<file path="src/rtl/uart16_pkg.sv">
`timescale 1ns/1ps
package uart16_pkg;
  typedef enum logic [1:0] {TX_IDLE, TX_START, TX_DATA} tx_state_e;
  typedef enum logic [1:0] {RX_IDLE, RX_START, RX_DATA, RX_STOP} rx_state_e;
endpackage

</file>
<file path="src/rtl/uart16_rst_sync.sv">
`timescale 1ns/1ps
module uart16_rst_sync #(
  parameter int STAGES = 2
) (
  input  logic clk,
  input  logic arst_n,
  output logic rst_n
);
  logic [STAGES-1:0] q;

  always_ff @(posedge clk or negedge arst_n) begin
    if (!arst_n) q <= '0;
    else         q <= {q[STAGES-2:0], 1'b1};
  end

  assign rst_n = q[STAGES-1];
endmodule

</file>
<file path="src/rtl/uart16_tx.sv">
`timescale 1ns/1ps
module uart16_tx
  import uart16_pkg::*;
#(
  parameter int DATA_W = 8,
  parameter int OVS    = 16
) (
  input  logic              clk,
  input  logic              rst_n,
  input  logic              baud_tick,
  input  logic              wr_en,
  input  logic [DATA_W-1:0] wr_data,
  input  logic              clr_flag,
  output logic              txd,
  output logic              tx_flag
);
  localparam int CNT_W = $clog2(OVS);
  localparam int SH_W  = DATA_W + 1;

  tx_state_e        state_q, state_d;
  logic [CNT_W-1:0] cnt_q, cnt_d;
  logic [SH_W-1:0]  sh_q, sh_d;
  logic             req_q, req_d;
  logic             flag_q, flag_d;
  logic             roll, busy, last, flag_set;

  assign roll = baud_tick && (cnt_q == CNT_W'(OVS-1));
  assign busy = req_q || (state_q != TX_IDLE);
  assign last = (sh_q[SH_W-1:1] == {{(DATA_W-1){1'b0}}, 1'b1});

  always_comb begin
    cnt_d    = cnt_q;
    state_d  = state_q;
    sh_d     = sh_q;
    req_d    = req_q;
    flag_set = 1'b0;
    if (baud_tick) cnt_d = roll ? '0 : cnt_q + 1'b1;
    if (wr_en && !busy) begin
      sh_d  = {1'b1, wr_data};
      req_d = 1'b1;
    end
    if (roll) begin
      case (state_q)
        TX_IDLE: if (req_q) begin
          state_d = TX_START;
          req_d   = 1'b0;
        end
        TX_START: state_d = TX_DATA;
        TX_DATA: begin
          sh_d = {1'b0, sh_q[SH_W-1:1]};
          if (last) begin
            state_d  = TX_IDLE;
            flag_set = 1'b1;
          end
        end
        default: state_d = TX_IDLE;
      endcase
    end
    flag_d = flag_set ? 1'b1 : (clr_flag ? 1'b0 : flag_q);
  end

  always_ff @(posedge clk or negedge rst_n) begin
    if (!rst_n) begin
      state_q <= TX_IDLE;
      cnt_q   <= '0;
      sh_q    <= '1;
      req_q   <= 1'b0;
      flag_q  <= 1'b0;
    end else begin
      state_q <= state_d;
      cnt_q   <= cnt_d;
      sh_q    <= sh_d;
      req_q   <= req_d;
      flag_q  <= flag_d;
    end
  end

  assign txd     = (state_q == TX_DATA) ? sh_q[0] : (state_q != TX_START);
  assign tx_flag = flag_q;


  tx_align_chk: assert property (@(posedge clk) disable iff (!rst_n)
    (state_q == TX_START && $past(state_q) == TX_IDLE) |->
      ($past(baud_tick) && $past(cnt_q) == CNT_W'(OVS-1)));


  tx_flag_roll_chk: assert property (@(posedge clk) disable iff (!rst_n)
    $rose(tx_flag) |-> ($past(baud_tick) && $past(state_q) == TX_DATA));


  tx_busy_hold_chk: assert property (@(posedge clk) disable iff (!rst_n)
    (busy && wr_en && !roll) |=> $stable(sh_q));
endmodule

</file>
<file path="src/rtl/uart16_rx.sv">
`timescale 1ns/1ps
module uart16_rx
  import uart16_pkg::*;
#(
  parameter int DATA_W = 8,
  parameter int OVS    = 16
) (
  input  logic              clk,
  input  logic              rst_n,
  input  logic              baud_tick,
  input  logic              rx_en,
  input  logic              rxd,
  input  logic              clr_flag,
  output logic [DATA_W-1:0] rx_data,
  output logic              rx_stop,
  output logic              rx_flag
);
  localparam int CNT_W = $clog2(OVS);
  localparam int BC_W  = $clog2(DATA_W);

  rx_state_e         state_q, state_d;
  logic [CNT_W-1:0]  cnt_q, cnt_d;
  logic [BC_W-1:0]   bit_q, bit_d;
  logic [DATA_W-1:0] sh_q, sh_d, data_q, data_d;
  logic              stop_q, stop_d, flag_q, flag_d, set;
  logic [1:0]        sync_q;
  logic              prev_q, rxs, fall, mid;

  assign rxs  = sync_q[1];
  assign fall = prev_q && !rxs;
  assign mid  = baud_tick && (cnt_q == CNT_W'(OVS/2 - 1));

  always_comb begin
    state_d = state_q;
    bit_d   = bit_q;
    sh_d    = sh_q;
    data_d  = data_q;
    stop_d  = stop_q;
    set     = 1'b0;
    cnt_d   = cnt_q;
    if (baud_tick) cnt_d = (cnt_q == CNT_W'(OVS-1)) ? '0 : cnt_q + 1'b1;
    case (state_q)
      RX_IDLE: if (rx_en && fall) begin
        state_d = RX_START;
        cnt_d   = '0;
      end
      RX_START: if (mid) begin
        state_d = rxs ? RX_IDLE : RX_DATA;
        bit_d   = '0;
      end
      RX_DATA: if (mid) begin
        sh_d  = {rxs, sh_q[DATA_W-1:1]};
        bit_d = bit_q + 1'b1;
        if (bit_q == BC_W'(DATA_W-1)) state_d = RX_STOP;
      end
      RX_STOP: if (mid) begin
        state_d = RX_IDLE;
        if (!flag_q) begin
          data_d = sh_q;
          stop_d = rxs;
          set    = 1'b1;
        end
      end
      default: state_d = RX_IDLE;
    endcase
    flag_d = set ? 1'b1 : (clr_flag ? 1'b0 : flag_q);
  end

  always_ff @(posedge clk or negedge rst_n) begin
    if (!rst_n) begin
      sync_q  <= '1;
      prev_q  <= 1'b1;
      state_q <= RX_IDLE;
      cnt_q   <= '0;
      bit_q   <= '0;
      sh_q    <= '0;
      data_q  <= '0;
      stop_q  <= 1'b0;
      flag_q  <= 1'b0;
    end else begin
      sync_q  <= {sync_q[0], rxd};
      prev_q  <= rxs;
      state_q <= state_d;
      cnt_q   <= cnt_d;
      bit_q   <= bit_d;
      sh_q    <= sh_d;
      data_q  <= data_d;
      stop_q  <= stop_d;
      flag_q  <= flag_d;
    end
  end

  assign rx_data = data_q;
  assign rx_stop = stop_q;
  assign rx_flag = flag_q;


  rx_glitch_chk: assert property (@(posedge clk) disable iff (!rst_n)
    (state_q == RX_START && mid && rxs) |=> (state_q == RX_IDLE));


  rx_hold_chk: assert property (@(posedge clk) disable iff (!rst_n)
    (rx_flag && !clr_flag) |=> ($stable(rx_data) && $stable(rx_stop)));


  rx_set_chk: assert property (@(posedge clk) disable iff (!rst_n)
    $rose(rx_flag) |-> ($past(state_q) == RX_STOP));


  rx_arm_chk: assert property (@(posedge clk) disable iff (!rst_n)
    (state_q == RX_IDLE && !rx_en) |=> (state_q == RX_IDLE));
endmodule

</file>
<file path="src/rtl/uart16_core.sv">
`timescale 1ns/1ps
module uart16_core #(
  parameter int DATA_W      = 8,
  parameter int OVS         = 16,
  parameter int SYNC_STAGES = 2
) (
  input  logic              clk,
  input  logic              rst_n,
  input  logic              baud_tick,
  input  logic              wr_en,
  input  logic [DATA_W-1:0] wr_data,
  input  logic              rx_en,
  input  logic              rxd,
  input  logic              clr_tx_flag,
  input  logic              clr_rx_flag,
  output logic              txd,
  output logic              tx_flag,
  output logic [DATA_W-1:0] rx_data,
  output logic              rx_stop,
  output logic              rx_flag
);
  logic rst_n_i;

  uart16_rst_sync #(.STAGES(SYNC_STAGES)) u_rst (
    .clk(clk), .arst_n(rst_n), .rst_n(rst_n_i));

  uart16_tx #(.DATA_W(DATA_W), .OVS(OVS)) u_tx (
    .clk(clk), .rst_n(rst_n_i), .baud_tick(baud_tick), .wr_en(wr_en),
    .wr_data(wr_data), .clr_flag(clr_tx_flag), .txd(txd), .tx_flag(tx_flag));

  uart16_rx #(.DATA_W(DATA_W), .OVS(OVS)) u_rx (
    .clk(clk), .rst_n(rst_n_i), .baud_tick(baud_tick), .rx_en(rx_en),
    .rxd(rxd), .clr_flag(clr_rx_flag), .rx_data(rx_data), .rx_stop(rx_stop),
    .rx_flag(rx_flag));
endmodule

</file>
<file path="config.mk">
export PLATFORM = sky130hd
export DESIGN_NAME = uart16_core
export DESIGN_NICKNAME = d
export VERILOG_FILES = /design/src/rtl/uart16_pkg.sv /design/src/rtl/uart16_rst_sync.sv /design/src/rtl/uart16_tx.sv /design/src/rtl/uart16_rx.sv /design/src/rtl/uart16_core.sv
export SDC_FILE = /design/constraint.sdc
export NUM_CORES = 1
export LEC_CHECK = 0
export CAP_MARGIN = 40
export CORE_MARGIN = 2
export CORE_UTILIZATION = 60
export DETAILED_ROUTE_END_ITERATION = 12
export DONT_BUFFER_PORTS = 1
export PLACE_DENSITY = 0.81
export RECOVER_POWER = 25
export SKIP_LAST_GASP = 1
export SLEW_MARGIN = 20
export SYNTH_ARGS = -nofsm -noshare
export SYNTH_HDL_FRONTEND = slang
export SYNTH_SLANG_ARGS = --single-unit
</file>
<file path="constraint.sdc">
create_clock -name clk -period 1.7 [get_ports clk]
set_input_delay 0.34 -clock clk [delete_from_list [all_inputs] [get_ports clk]]
set_output_delay 0.34 -clock clk [all_outputs]
set_load 0.005 [all_outputs]
</file>
==> out/results.ini <==
[placed_design]
gp_congestion=0.762
hpwl_mm=2.89
port_buffers=0

[setup_path]
worstSetupPathType=reg2reg
worstPathRequired_ps=1960
setup.worst_path.start=u_rx.cnt_q[0]
r2r-start=u_rx.cnt_q[0]
cp.arrival_ps=1910
rr_endpoint=u_rx.bit_q[0]
r2r_cells=5
critPathCaptureType=flop
crit_path_start_kind=flop
crit_fanout=5
ff2ff_setup_slack_ps=50

[floorplanning]
core_area_sq_um=3420
start_util_pct=64.2
dieHeight_um=64.5
rows=21
die_w_um=64.5
die_area_sq_um=4160
io_pins=28

[cells_and_area]
n_antenna_cell=0
final_common_cell=dfrtp_1
post-route-util_pct=71.1
final_cell_mix=37 x dfrtp_1, 19 x mux2_2, 17 x o21ai_0
syn_to_final_growth_pct=10.7
drive_above_1_share_pct=27.5
finalNetCount=217
fillers=242

[global_routing]
grt-busiest-layer=met2
grt_max_degree=29
met3_usage_pct=7.12
track_usage_pct=20.3
first_global_vias=1460
globalRouteMet1Util_pct=21.8
grt_pass1_wl_mm=6.40
antenna_found_initial=0
grt.overflow.total=0
met2_usage_pct=36.6

[timing]
rsz0062_at_grt=no
tightest_slew_ps=840
clock_skew_ps=14.1
finalSetupViolCount=0
finalHoldViolations=0
fin_crit_sh_pct=97.0
slew_headroom_pct=44.0
fin_crit_ps=1650
finalSetupTns_ps=0
final-max-slew-violation-count=0
max_freq_mhz=607

[power]
sequentialPowerShare_pct=52.9
ir_worst_vdd_mv=0.882
intPower_uw=2290
powerDensity_nw_per_um2=1390
switching_share_pct=32.4
clock_power_share_pct=20.6
combPwrFrac_pct=26.5
p_leak_uw=0.00111
power_switching_uw=1100

[clock_network]
cts_buffers=5
cts.sinks=49
cts.clk_slew.worst_paths_ps=140
cts_tree=built
worstSkewPairLatency_ps=370
root_buffer=clkbuf_4
clockBufferDepth=2
cts_htree_levels=2

[synth]
syn_area_per_cell_sq_um=12.3
synth_warnings=0
synth.largest_area_cell=dfrtp_1
netlist.area_leader.share_pct=42.2
syn-instance-count=179
syn_area_sq_um=2190
synth_seq_cells=49
synthTopCellsByArea=dfrtp_1 42%, dfstp_2 14%, mux2_2 9.8%
ys_seq_area_share_pct=56.6
syn-num-nets=204
synth.distinct_cells=34

[detailed_routing]
wl_per_cell_um=16.8
drt_wl_total_mm=4.02
dr.pass1.iters=4
drcViolationCount=0
postRouteAntennaNets=0
routed_via_density=5.89
dr.first_iter.drc_count=97
num_vias=1407

[hold_path]
hold_path.class=in2reg
hold_depth=1
hold_path_end=u_tx.tx_flag
hold_start=clr_tx_flag

[outcome]
status=completed

[flow_run]
maxCapViolCount=0

==> per-layer routing <==
layer  wire length [um]  vias to the layer above  part of all wire, %
li1                   -                      658                    -
met1               1610                      700                   40
met2               2160                       41                   54
met3                188                        8                  4.7
met4                 63                        0                  1.6
met5                  0                        -                    0
==> synth_stat cells, drive strengths merged <==
cell,instances
xor2,1
nor3b,2
dfrtp,37
nand4b,1
nand3,4
conb,1
inv,6
xnor2,1
mux2i,11
nor4b,3
nor2,10
nand2b,2
nand2,17
a22o,5
a21oi,5
o21ai,18
and2,1
a31oi,1
o21a,1
nor4,1
dfstp,12
o31ai,1
and4b,1
mux2,19
a41o,1
ha,9
buf,4
nand4,2
a21o,2
==> area by class of cell <==
cell class	count	area, sq um	share of cell area (%)
flip-flops and latches	49	1240	51.1
multi-input cells	120	928	38.2
repair buffers	10	92.6	3.81
well taps	46	57.6	2.37
clock buffers	7	55.1	2.27
clock inverters	1	30.0	1.24
inverters	6	22.5	0.928
==> cell families (layout without fill, tap and decap cells) <==
| group | after synthesis | count (layout) | synth area share (%) |
|---|---|---|---|
| and+or+nand+nor | 44 | 44 | 10.9 |
| adders and majority gates | 9 | 9 | 5.13 |
| AOI/OAI and AO/OA | 34 | 34 | 9.36 |
| muxes | 30 | 30 | 14.8 |
| xor gates and xnor gates | 2 | 2 | 0.799 |
| DFF | 49 | 49 | 56.6 |
| buffers and inverters | 10 | 24 | 2.28 |
| other | 1 | 1 | 0.171 |
==> registers in the layout (all words and copies together) (netlist names), named ones only <==
name          flops
u_rx.bit_q        3
u_tx.sh_q         9
u_rx.state_q      1
u_rst.q           2
u_rx.rx_flag      1
u_tx.state_q      2
u_tx.tx_flag      1
u_rx.sh_q         8
u_rx.sync_q       2
u_rx.rx_data      8
u_tx.cnt_q        4
u_rx.prev_q       1
u_rx.cnt_q        4
u_tx.req_q        1
u_rx.rx_stop      1
==> power groups by stage <==
stage | logic, uW | clock network (uW) | registers (uW)
CTS | 832 | 707 | 1770
global route | 994 | 755 | 1820
detailed placement | 824 | 0 | 1790
finish | 898 | 695 | 1790
global placement | 736 | 0 | 1760
floorplan | 609 | 0 | 1730
==> through the flow <==
step | hold slack [ps] | worst slack (ps) | std cells | total power [uW] | area, sq um
finish | 60.1 | 51.3 | 239 | 3380 | 2430
global route | 55.5 | 5.39 | 239 | 3570 | 2430
detailed placement | 44.5 | 23.6 | 228 | 2620 | 2300
global placement | 44.5 | 70.1 | 228 | 2490 | 2300
CTS | 61.0 | 2.11 | 238 | 3310 | 2400
floorplan | 44.4 | 105 | 179 | 2340 | 2190
==> how the worst max path moves through the flow <==
stage	endpoint	slack, ps	cells past startpoint
floorplan	u_rx.rx_data[0]	110	5
global placement	u_rx.sh_q[1]	70	4
detailed placement	u_rx.sh_q[4]	20	4
CTS	u_rx.bit_q[0]	2	5
global route	flop	5	6
finish	u_rx.bit_q[0]	50	5
==> repair_timing <==
action                                  in CTS  in global routing
endpoints found under the setup margin       7                 13
hold buffers                                 2                  0
endpoints found under the hold margin        3                  0
resized for setup                            1                  3
buffers inserted                             0                  1
==> worst max-delay path, stage by stage, from the launching register on <==
cell and delay [ps]:
dfrtp_1 460, ha_4 200, and4b_1 220, and2_1 190, mux2_2 280, a22o_1 190
Note: power is estimated with default switching activity, not from simulation.
